File: src/rtl/kpd_pkg.sv
package kpd_pkg;
  localparam int NIB_W = 4;

  typedef enum logic [1:0] {
    KEY_NONE = 2'd0,
    KEY_ONE  = 2'd1,
    KEY_MANY = 2'd2
  } key_cls_e;

  function automatic logic [7:0] seg_code(input logic [3:0] nib);
    logic [7:0] s;
    case (nib)
      4'h0: s = 8'hC0;
      4'h1: s = 8'hF9;
      4'h2: s = 8'hA4;
      4'h3: s = 8'hB0;
      4'h4: s = 8'h99;
      4'h5: s = 8'h92;
      4'h6: s = 8'h82;
      4'h7: s = 8'hF8;
      4'h8: s = 8'h80;
      4'h9: s = 8'h98;
      4'hA: s = 8'h88;
      4'hB: s = 8'h83;
      4'hC: s = 8'hC6;
      4'hD: s = 8'hA1;
      4'hE: s = 8'h86;
      default: s = 8'h8E;
    endcase
    return s;
  endfunction
endpackage

File: src/rtl/kpd_scan.sv
module kpd_scan
  import kpd_pkg::*;
#(
  parameter int SCAN_DIV   = 50000,
  parameter int DEB_CYCLES = 4
) (
  input  logic       clk_i,
  input  logic       rst_ni,
  input  logic [3:0] row_i,
  output logic [3:0] col_o,
  output logic       key_valid_o,
  output logic [3:0] key_digit_o
);
  localparam int SW = (SCAN_DIV > 1) ? $clog2(SCAN_DIV) : 1;
  localparam int DW = $clog2(DEB_CYCLES + 1);

  logic [SW-1:0] div_q;
  logic          tick;
  logic [1:0]    col_idx_q;
  logic [3:0]    row_m_q, row_s_q;
  logic [2:0]    cur_cnt;
  logic [1:0]    cur_r;
  logic [3:0]    cur_dig;
  logic [1:0]    acc_cnt_q, base_cnt, cyc_cnt;
  logic [2:0]    cnt_sum;
  logic [3:0]    acc_dig_q, cyc_dig;
  logic          res_valid;
  key_cls_e      cls, prev_cls_q;
  logic [3:0]    prev_dig_q;
  logic [DW-1:0] stab_q, stab_n;
  logic          same, armed_q, accept;
  logic          key_valid_q;
  logic [3:0]    key_digit_q;

  assign tick  = (div_q == SW'(SCAN_DIV - 1));
  assign col_o = ~(4'b0001 << col_idx_q);

  always_ff @(posedge clk_i or negedge rst_ni) begin
    if (!rst_ni) begin
      div_q     <= '0;
      col_idx_q <= '0;
      row_m_q   <= '1;
      row_s_q   <= '1;
    end else begin
      div_q   <= tick ? '0 : div_q + 1'b1;
      row_m_q <= row_i;
      row_s_q <= row_m_q;
      if (tick) col_idx_q <= col_idx_q + 1'b1;
    end
  end

  // decode the synced rows of the column currently driven
  always_comb begin
    cur_cnt = 3'($countones(~row_s_q));
    cur_r   = '0;
    for (int i = 3; i >= 0; i--) begin
      if (!row_s_q[i]) cur_r = 2'(i);
    end
    cur_dig  = 4'd15 - {col_idx_q, 2'b00} - {2'b00, cur_r};
    base_cnt = (col_idx_q == 2'd0) ? 2'd0 : acc_cnt_q;
    cnt_sum  = {1'b0, base_cnt} + cur_cnt;
    cyc_cnt  = (cnt_sum >= 3'd2) ? 2'd2 : cnt_sum[1:0];
    if (cur_cnt != 3'd0)        cyc_dig = cur_dig;
    else if (col_idx_q == 2'd0) cyc_dig = 4'd0;
    else                        cyc_dig = acc_dig_q;
  end

  assign res_valid = tick && (col_idx_q == 2'd3);

  always_comb begin
    case (cyc_cnt)
      2'd0:    cls = KEY_NONE;
      2'd1:    cls = KEY_ONE;
      default: cls = KEY_MANY;
    endcase
    same = (cls == prev_cls_q) && ((cls != KEY_ONE) || (cyc_dig == prev_dig_q));
    if (!same)                          stab_n = DW'(1);
    else if (stab_q == DW'(DEB_CYCLES)) stab_n = stab_q;
    else                                stab_n = stab_q + 1'b1;
    accept = res_valid && (cls == KEY_ONE) && armed_q && (stab_n >= DW'(DEB_CYCLES));
  end

  always_ff @(posedge clk_i or negedge rst_ni) begin
    if (!rst_ni) begin
      acc_cnt_q   <= '0;
      acc_dig_q   <= '0;
      prev_cls_q  <= KEY_NONE;
      prev_dig_q  <= '0;
      stab_q      <= '0;
      armed_q     <= 1'b1;
      key_valid_q <= 1'b0;
      key_digit_q <= '0;
    end else begin
      key_valid_q <= accept;
      if (accept) key_digit_q <= cyc_dig;
      if (tick) begin
        acc_cnt_q <= cyc_cnt;
        acc_dig_q <= cyc_dig;
      end
      if (res_valid) begin
        prev_cls_q <= cls;
        prev_dig_q <= cyc_dig;
        stab_q     <= stab_n;
        if (accept)                armed_q <= 1'b0;
        else if (cls == KEY_NONE)  armed_q <= 1'b1;
      end
    end
  end

  assign key_valid_o = key_valid_q;
  assign key_digit_o = key_digit_q;

  assert_col_one_low_R3: assert property (@(posedge clk_i) disable iff (!rst_ni)
    $countones(~col_o) == 1);
  assert_col_hold_R3: assert property (@(posedge clk_i) disable iff (!rst_ni)
    !tick |=> $stable(col_o));
  assert_single_pulse_R5: assert property (@(posedge clk_i) disable iff (!rst_ni)
    key_valid_o |=> !key_valid_o);
  assert_many_ignored_R7: assert property (@(posedge clk_i) disable iff (!rst_ni)
    (res_valid && cls == KEY_MANY) |=> !key_valid_o);
endmodule

File: src/rtl/digit_shift_reg.sv
module digit_shift_reg #(
  parameter int N_DIGITS = 8
) (
  input  logic                  clk_i,
  input  logic                  rst_ni,
  input  logic                  shift_i,
  input  logic [3:0]            digit_i,
  output logic [4*N_DIGITS-1:0] q_o
);
  localparam int W = 4 * N_DIGITS;

  logic [W-1:0] q_q;

  for (genvar g = 0; g < N_DIGITS; g++) begin : g_stage
    logic [3:0] d;
    if (g == 0) begin : g_in
      assign d = digit_i;
    end else begin : g_chain
      assign d = q_q[4*(g-1) +: 4];
    end
    always_ff @(posedge clk_i or negedge rst_ni) begin
      if (!rst_ni)      q_q[4*g +: 4] <= '0;
      else if (shift_i) q_q[4*g +: 4] <= d;
    end
  end

  assign q_o = q_q;

  assert_hold_R10: assert property (@(posedge clk_i) disable iff (!rst_ni)
    !shift_i |=> $stable(q_o));
  assert_insert_R2: assert property (@(posedge clk_i) disable iff (!rst_ni)
    shift_i |=> q_o[3:0] == $past(digit_i));
endmodule

File: src/rtl/disp_mux.sv
module disp_mux
  import kpd_pkg::*;
#(
  parameter int N_DIGITS = 8,
  parameter int REF_DIV  = 6250
) (
  input  logic                  clk_i,
  input  logic                  rst_ni,
  input  logic [4*N_DIGITS-1:0] q_i,
  output logic [N_DIGITS-1:0]   dig_en_o,
  output logic [7:0]            seg_o
);
  localparam int RW = (REF_DIV > 1) ? $clog2(REF_DIV) : 1;
  localparam int IW = (N_DIGITS > 1) ? $clog2(N_DIGITS) : 1;

  logic [RW-1:0] div_q;
  logic [IW-1:0] idx_q;
  logic          tick;
  logic [3:0]    nib;

  assign tick = (div_q == RW'(REF_DIV - 1));

  always_ff @(posedge clk_i or negedge rst_ni) begin
    if (!rst_ni) begin
      div_q <= '0;
      idx_q <= '0;
    end else begin
      div_q <= tick ? '0 : div_q + 1'b1;
      if (tick) idx_q <= (idx_q == IW'(N_DIGITS - 1)) ? '0 : idx_q + 1'b1;
    end
  end

  assign nib      = q_i[4*idx_q +: 4];
  assign dig_en_o = ~(N_DIGITS'(1) << idx_q);
  assign seg_o    = seg_code(nib);

  assert_dig_one_low_R9: assert property (@(posedge clk_i) disable iff (!rst_ni)
    $countones(~dig_en_o) == 1);
  assert_dig_hold_R9: assert property (@(posedge clk_i) disable iff (!rst_ni)
    !tick |=> $stable(dig_en_o));
  assert_dp_off_R8: assert property (@(posedge clk_i) disable iff (!rst_ni)
    seg_o[7]);
endmodule

File: src/rtl/keypad_hex_display.sv
module keypad_hex_display #(
  parameter int SCAN_DIV   = 50000,
  parameter int DEB_CYCLES = 4,
  parameter int REF_DIV    = 6250
) (
  input  logic        clk_i,
  input  logic        rst_ni,
  input  logic [3:0]  row_i,
  output logic [3:0]  col_o,
  output logic [7:0]  seg_o,
  output logic [7:0]  dig_en_o,
  output logic [31:0] digits_o
);
  localparam int N_DIGITS = 8;

  logic       key_valid;
  logic [3:0] key_digit;

  kpd_scan #(
    .SCAN_DIV  (SCAN_DIV),
    .DEB_CYCLES(DEB_CYCLES)
  ) i_scan (
    .clk_i      (clk_i),
    .rst_ni     (rst_ni),
    .row_i      (row_i),
    .col_o      (col_o),
    .key_valid_o(key_valid),
    .key_digit_o(key_digit)
  );

  digit_shift_reg #(
    .N_DIGITS(N_DIGITS)
  ) i_shift (
    .clk_i  (clk_i),
    .rst_ni (rst_ni),
    .shift_i(key_valid),
    .digit_i(key_digit),
    .q_o    (digits_o)
  );

  disp_mux #(
    .N_DIGITS(N_DIGITS),
    .REF_DIV (REF_DIV)
  ) i_disp (
    .clk_i   (clk_i),
    .rst_ni  (rst_ni),
    .q_i     (digits_o),
    .dig_en_o(dig_en_o),
    .seg_o   (seg_o)
  );
endmodule

File: config.mk
export PLATFORM = sky130hd
export DESIGN_NAME = keypad_hex_display
export DESIGN_NICKNAME = d
export VERILOG_FILES = /design/src/rtl/kpd_pkg.sv /design/src/rtl/kpd_scan.sv /design/src/rtl/digit_shift_reg.sv /design/src/rtl/disp_mux.sv /design/src/rtl/keypad_hex_display.sv
export SDC_FILE = /design/constraint.sdc
export NUM_CORES = 1
export LEC_CHECK = 0
export BUFFER_PORTS_ARGS = -buffer_cell sky130_fd_sc_hd__buf_2
export CAP_MARGIN = 10
export CORE_MARGIN = 5
export CORE_UTILIZATION = 40
export CTS_CLUSTER_DIAMETER = 80
export DETAILED_ROUTE_END_ITERATION = 7
export REMOVE_ABC_BUFFERS = 1
export SYNTH_ARGS = -nofsm -noshare
export SYNTH_HDL_FRONTEND = slang
export SYNTH_SLANG_ARGS = --single-unit
File: constraint.sdc
create_clock -name clk_i -period 3.6 [get_ports clk_i]
set_input_delay 0.36 -clock clk_i [delete_from_list [all_inputs] [get_ports clk_i]]
set_output_delay 0.36 -clock clk_i [all_outputs]
set_load 0.005 [all_outputs]
### Yosys cells after proc, flatten, opt, wreduce, memory -nomap -nowiden

Memory sizes are Yosys's and may differ from the RTL's.
Index checks and enable logic that the tools add are counted.

| word-level totals | value |
|---|---|
| flip-flop bits (word level) | 95 |
| bits in read-only memories | 112 |
| bits of input ports | 6 |
| output and inout port bits | 52 |
| logic and storage cells | 80 |
| memories kept | 1 |

| operators by class | value |
|---|---|
| $add $sub $neg | 11 |
| order comparisons | 2 |
| equality and inequality tests | 10 |
| shifts and indexed selects | 3 |
| mux-type cells | 16 |
| bitwise gates (word level) | 3 |
| reduce and logical (&&, ||, !) cells | 12 |

Memories:

| name | words | bits a word | read ports | clocked after Yosys merged registers in | write ports | RTL line | text |
|---|---|---|---|---|---|---|---|
| (no name shown) | 16 | 7 | 1 | 0 | 0 | kpd_pkg.sv:12 | `case (nib)` |

Operator list:

| kind | number |
|---|---|
| 32-bit by 6-bit variable part select with 4-bit output | 1 |
| 16-bit by 1-bit adder with 16-bit output (second input constant) | 1 |
| 16-bit == test (second input constant) | 1 |
| 16-bit 2-to-1 mux | 1 |
| 13-bit by 1-bit adder with 13-bit output (second input constant) | 1 |
| 13-bit == test (second input constant) | 1 |
| 13-bit 2-to-1 mux | 1 |
| 2-bit 2-to-1 mux | 6 |
| 3-bit 2-to-1 mux | 3 |
| 4-bit 2-to-1 mux | 2 |
| 4-bit NOT | 2 |
| 8-bit NOT | 1 |
| 1-bit by 3-bit left shift with 8-bit output (first input constant) | 1 |
| 3-bit by 1-bit adder with 3-bit output (second input constant) | 2 |
| 3-bit == test (second input constant) | 2 |
| 2-bit logical NOT | 3 |
| 1-bit logical AND | 5 |
| 1-bit by 1-bit adder with 2-bit output | 2 |
| 2-bit by 1-bit == test with 1-bit output (second input constant) | 2 |
| 4-bit == test | 1 |
| 2-bit case mux with 2 select lines | 1 |
| 1-bit by 2-bit left shift with 4-bit output (first input constant) | 1 |
| 4-bit by 2-bit subtractor with 4-bit output | 1 |
| 4-bit subtractor (first input constant) | 1 |
| 13 further kinds | 14 |

### Longest topological paths before layout

| logic depth | value |
|---|---|
| depth in word-level cells | 16 |
| depth in mapped cells | 13 |

### Modules after synthesis

From an unflattened synthesis, not the netlist that was laid out.

| second synthesis, totals | value |
|---|---|
| cells, all modules | 426 |
| area total of the unflattened synthesis | 5,053.6 um^2 |

Modules (own cells, without submodules):

| module | instances | cells an instance | area an instance (um^2) | sequential area each (um^2) |
|---|---|---|---|---|
| kpd_scan | 1 | 222 | 2,306.0 | 1,187.4 |
| disp_mux | 1 | 136 | 1,402.6 | 400.4 |
| digit_shift_reg | 1 | 68 | 1,345.0 | 800.8 |

### Worst setup path after synthesis

OpenSTA, ideal clock, no wires.

| timing | value |
|---|---|
| path kind | flip-flop to flip-flop |
| start point | reg i_scan.row_s_q[2] |
| end point | reg i_scan.key_digit_q[1] (netlist: i_scan.key_digit_o[1]) |
| library setup time | 0.125 ns |
| arrival time | 3.796 ns |
| required time | 3.475 ns |
| slack | -0.321 ns |
| cell stages (with the launch flop) | 14 |
| cells stage by stage | dfstp_2 > inv_1 > ha_1 > ha_1 > fa_1 > inv_1 > fa_1 > xor2_1 > and2_1 > clkbuf_1 > o31a_1 > or3_4 > nor4_4 > mux2_2 |

| between the ends | value |
|---|---|
| longest elaborated chain between the ends | 14 |
| elaborated cells on any way between the ends | 26 |
| classes of those cells | add/sub: 4; order compare: 2; eq/ne: 5; mux: 7; bitwise: 1; reduce/logical: 7 |

RTL lines:

| what | RTL line | text |
|---|---|---|
| from (decl) | kpd_scan.sv:20 | `logic [3:0] row_m_q, row_s_q;` |
| from (signal assigned) | kpd_scan.sv:47 | `row_s_q <= row_m_q;` |
| 4-bit NOT | kpd_scan.sv:54 | `cur_cnt = 3'($countones(~row_s_q));` |
| 1-bit by 1-bit adder with 2-bit output (implied by the code) | kpd_scan.sv:54 |  |
| 3-bit adder (implied by the code) | kpd_scan.sv:54 |  |
| 2-bit by 3-bit adder with 3-bit output | kpd_scan.sv:61 | `cnt_sum = {1'b0, base_cnt} + cur_cnt;` |
| 3-bit by 2-bit >= comparator with 1-bit output | kpd_scan.sv:62 | `cyc_cnt = (cnt_sum >= 3'd2) ? 2'd2 : cnt_sum[1:0];` |
| 2-bit 2-to-1 mux | kpd_scan.sv:62 |  |
| 2-bit by 1-bit == test with 1-bit output or 2-bit logical NOT (tied branches) | kpd_scan.sv:71 | `case (cyc_cnt)` |
| 2-bit case mux with 2 select lines | kpd_scan.sv:71 |  |
| 2-bit by 1-bit inequality test with 1-bit output | kpd_scan.sv:76 | `same = (cls == prev_cls_q) && ((cls != KEY_ONE) \|\| (cyc_dig == prev_dig_q));` |
| 1-bit logical OR | kpd_scan.sv:76 |  |
| 1-bit logical AND | kpd_scan.sv:76 |  |
| 3-bit 2-to-1 mux | kpd_scan.sv:77 | `if (!same) stab_n = DW'(1);` |
| 3-bit >= comparator | kpd_scan.sv:80 | `accept = res_valid && (cls == KEY_ONE) && armed_q && (stab_n >= DW'(DEB_CYCLES));` |
| 1-bit logical AND (*) | kpd_scan.sv:80 |  |
| net i_scan.accept | kpd_scan.sv:31 | `logic same, armed_q, accept;` |
| to (signal assigned) | kpd_scan.sv:95 | `if (accept) key_digit_q <= cyc_dig;` |
| to (decl) | kpd_scan.sv:33 | `logic [3:0] key_digit_q;` |

Mark *: on every way through the listed nets, which the timed path passes. The rest lies on a longest branch.
A chain may end at the register's enable or synchronous reset.

### Worst setup path after layout

| timing | value |
|---|---|
| start point | reg i_scan.row_s_q[3] |
| end point | reg i_scan.key_digit_q[1] (netlist: i_scan.key_digit_o[1]) |

Same word-level chain as after synthesis.

==> summary.md <==
| Metric | Value |
|---|---|
| Vias per inst | `5.10` |
| Die Y | `121 microns` |
| Violated checks | `negative setup slack` |
| Final hold violation count | `0` |
| Syn_area_per_cell | `11.2 sq um` |
| Total power | `2190 uW` |
| Via count | `3412` |
| TNS Setup | `-0.118 ns` |
| Max Fclk | `274 MHz` |
| Clock Skews | `0.00498 ns` |
| Combinational fraction of design power | `7.2%` |
| Synth unique cells | `53` |
| Core ar. | `12000 sq um` |
| IO Pins | `58` |
| Ratio of cells with drive above 1 in the final layout | `32.4%` |
| CTS buffer count | `9` |
| Gr usage total | `14.3%` |
| DR iter-0 viols | `260` |
| Flop pwr share | `49.1%` |
| Max Cap Viol | `0` |
| Die ar. | `14600 sq um` |
| Critical path class | `reg -> reg` |
| Antenna violations before repair | `0` |
| Drt wl/cell | `14.9 microns` |
| Critical path arrival | `3.88 ns` |
| Antenna Diode Count | `0` |
| Switching power | `492 uW` |
| Slew Viols, Final | `0` |
| Number of port buffers | `56` |
| Final worst-path setup slack | `-0.0462 ns` |
| Asr flop ratio synth | `100%` |
| RR Startpoint | `i_scan.row_s_q[3]` |
| Routed WL | `9940 microns` |
| Final #Nets | `551` |
| R2r worst-path depth | `13` |
| Antenna Nets Post-Route | `0` |
| Post-synthesis register bit count | `95` |
| Setup WS pre-CTS | `-0.273 ns` |
| Most frequent cells in the layout | `86 x dfrtp_1, 55 x buf_2, 36 x nor2_1` |
| Clk Latency, worst-skew pair | `0.35 ns` |
| Cells after Synth | `439` |
| CTS clk-pin slew, worst paths | `0.06 ns` |
| CTS max path bufs | `2` |
| Vias in the first global route | `3385` |
| Slew HR | `43.2%` |
| Critical Path RT | `3.83 ns` |
| Hold_ws | `0.109 ns` |
| GP Congestion | `0.795` |
| P_int | `1700 uW` |
| Fill count | `1084` |
| Crit Path Max Fanout | `4` |
| Sw frac | `22.4%` |
| Hold Path Class | `in -> reg` |
| Area delta synth->final | `19.8%` |
| Worst r2r dst | `i_scan.key_digit_o[1]` |
| Root Buffer | `clkbuf_16` |
| First-pass GRT wire length | `16700 microns` |
| Syn Std Cell Area | `4900 sq um` |
| Status | `finished, violations left` |
| Total gr overflow | `0` |
| Clock share of power | `43.7%` |
| Hold depth | `1` |
| Crit path capture type | `flop` |
| YS warnings | `0` |
| TritonCTS clock tree | `done` |
| Hold Crit Endpoint | `i_scan.row_m_q[0]` |
| Main synth FF type | `dfrtp_1` |
| Seq/Total Area, Yosys | `48.7%` |
| DRC | `0` |
| R2R setup slack | `-0.05 ns` |
| Maximum VDD drop | `214 uV` |
| CTS Hold Bufs | `0` |
| Largest net degree at the start of global routing | `69` |
| Final Cycle Share | `101%` |
| CP startpoint kind | `flop` |
| Tightest Pin Transition | `0.852 ns` |
| DRT Pass-1 Iters | `4` |
| Hold path startpoint | `row_i[0]` |
| H-tree depth | `3` |
| HPWL Detailed | `7070 microns` |
| Clock Sinks | `95` |
| Commonest non-fill, non-tap cell in the layout | `dfrtp_1` |
| Num rows | `40` |
| Post-synth EDFFs | `0` |
| LEAKAGE | `0.00286 uW` |
| Post-route minimum period | `3.65 ns` |
| Initial Util | `40.8%` |
| Power per Cell Area | `374 nW/um^2` |
| Die width | `121 microns` |
| Setup Viol. Count Final | `3` |
| RSZ-0062 raised after global routing | `true` |
==> sequential cells by signal, indices dropped and copies added (netlist names) <==
name,count
i_disp.div_q,13
i_disp.idx_q,3
i_scan.acc_cnt_q,2
i_scan.acc_dig_q,4
i_scan.armed_q,1
i_scan.col_idx_q,2
i_scan.div_q,16
i_scan.key_digit_o,4
i_scan.key_valid_o,1
i_scan.prev_cls_q,2
i_scan.prev_dig_q,4
i_scan.row_m_q,4
i_scan.row_s_q,4
i_scan.stab_q,3
i_shift.g_stage.d,28
i_shift.q_o,4
==> cells in the mapped netlist, drive strengths merged, types with 2 or more instances <==
| cell | instances | area share, % |
|---|---|---|
| dfrtp | 86 | 44 |
| mux2 | 38 | 8.7 |
| nor2 | 36 | 2.8 |
| nand2 | 35 | 2.7 |
| inv | 27 | 2.1 |
| ha | 26 | 6.6 |
| nand3 | 18 | 1.8 |
| o21ai | 18 | 1.8 |
| a21oi | 16 | 1.6 |
| xor2 | 16 | 2.9 |
| xnor2 | 15 | 2.7 |
| mux2i | 10 | 2.0 |
| clkbuf | 9 | 0.69 |
| dfstp | 9 | 4.8 |
| nor3 | 9 | 0.92 |
| mux4 | 8 | 3.7 |
| nand4 | 8 | 1.0 |
| buf | 5 | 0.49 |
| and2 | 4 | 0.51 |
| and3 | 4 | 0.51 |
| a22o | 3 | 0.54 |
| nor4 | 3 | 0.69 |
| or3 | 3 | 0.49 |
| or4b | 3 | 0.61 |
| a211oi | 2 | 0.31 |
| fa | 2 | 0.82 |
| nand2b | 2 | 0.26 |
| nand3b | 2 | 0.31 |
| nor2b | 2 | 0.26 |
| nor4b | 2 | 0.36 |
| nor4bb | 2 | 0.41 |
| o31ai | 2 | 0.31 |
==> area by class of cell <==
type	instances	area [sq um]	share of cell area (%)
multi-input cells	303	2430	41.3
flip-flops and latches	95	2390	40.7
repair buffers	81	470	8.01
clock buffers	11	243	4.13
well taps	147	184	3.13
inverters	27	101	1.73
clock inverters	5	57.6	0.980
==> power by group through the flow <==
stage                     logic, uW  clock network, uW  registers (uW)
after global routing            176               1040            1080
after detailed placement        131                  0            1100
final                           158                958            1080
after CTS                       147                984            1080
after global placement          129                  0            1100
after floorplan                67.2                  0            1100
==> stage by stage <==
step | utilization (%) | instances | instance area [sq um]
final | 48.9 | 669 | 5870
after global routing | 48.9 | 669 | 5870
after CTS | 48.6 | 667 | 5840
after detailed placement | 45.5 | 648 | 5470
after global placement | 45.5 | 648 | 5470
after floorplan | - | 425 | 4840
==> critical path, stage by stage (launching register included) <==
cell and delay (ns):
dfstp_2 0.54, inv_2 0.05, ha_4 0.24, ha_4 0.15, fa_2 0.53, inv_2 0.04
fa_2 0.37, xor2_2 0.19, and2_4 0.14, o31a_1 0.25, or3_4 0.41, nor4_4 0.13
buf_4 0.18, mux2_4 0.30
==> what timing repair did <==
action,in CTS,in global routing
endpoints found under the setup margin,5,6
pin swaps,12,2
buffers inserted,3,2
gates resized for setup,11,5
==> layer usage <==
| layer | GRT usage [%] | wire length, microns |
|---|---|---|
| met1 | 18.6 | 4550 |
| met2 | 22.6 | 4780 |
| met5 | 0 | 0 |
| met4 | 6.37 | 221 |
| met3 | 3.65 | 382 |
==> how the worst max path moves through the flow <==
stage	start	end	slack, ns	depth (start not counted)
2_1_floorplan	i_scan.row_s_q[2]	i_scan.key_digit_o[1]	-0.26	10
5_1_grt	i_scan.row_s_q[3]	i_scan.key_digit_o[1]	-0.16	13
3_3_place_gp	i_scan.row_s_q[2]	i_scan.key_digit_o[2]	-0.20	12
4_1_cts	i_scan.row_s_q[3]	i_scan.key_digit_o[1]	-0.06	13
3_5_place_dp	i_scan.row_s_q[3]	i_scan.key_digit_o[1]	-0.27	12
6_report	i_scan.row_s_q[3]	i_scan.key_digit_o[1]	-0.05	13
==> logic make-up (layout without fill, tap and decap cells) <==
group           Yosys count  count (layout)  share of synthesized area (%)
mux                      56              56                           14.5
buf+inv                  41             124                           3.24
other cells               1               1                         0.0765
fa+ha+maj                28              28                           7.46
simple gates            137             137                           14.4
flops                    95              95                           48.7
xor+xnor                 31              31                           5.54
compound gates           50              50                           6.13
Note: power is estimated with default switching activity, not from simulation.
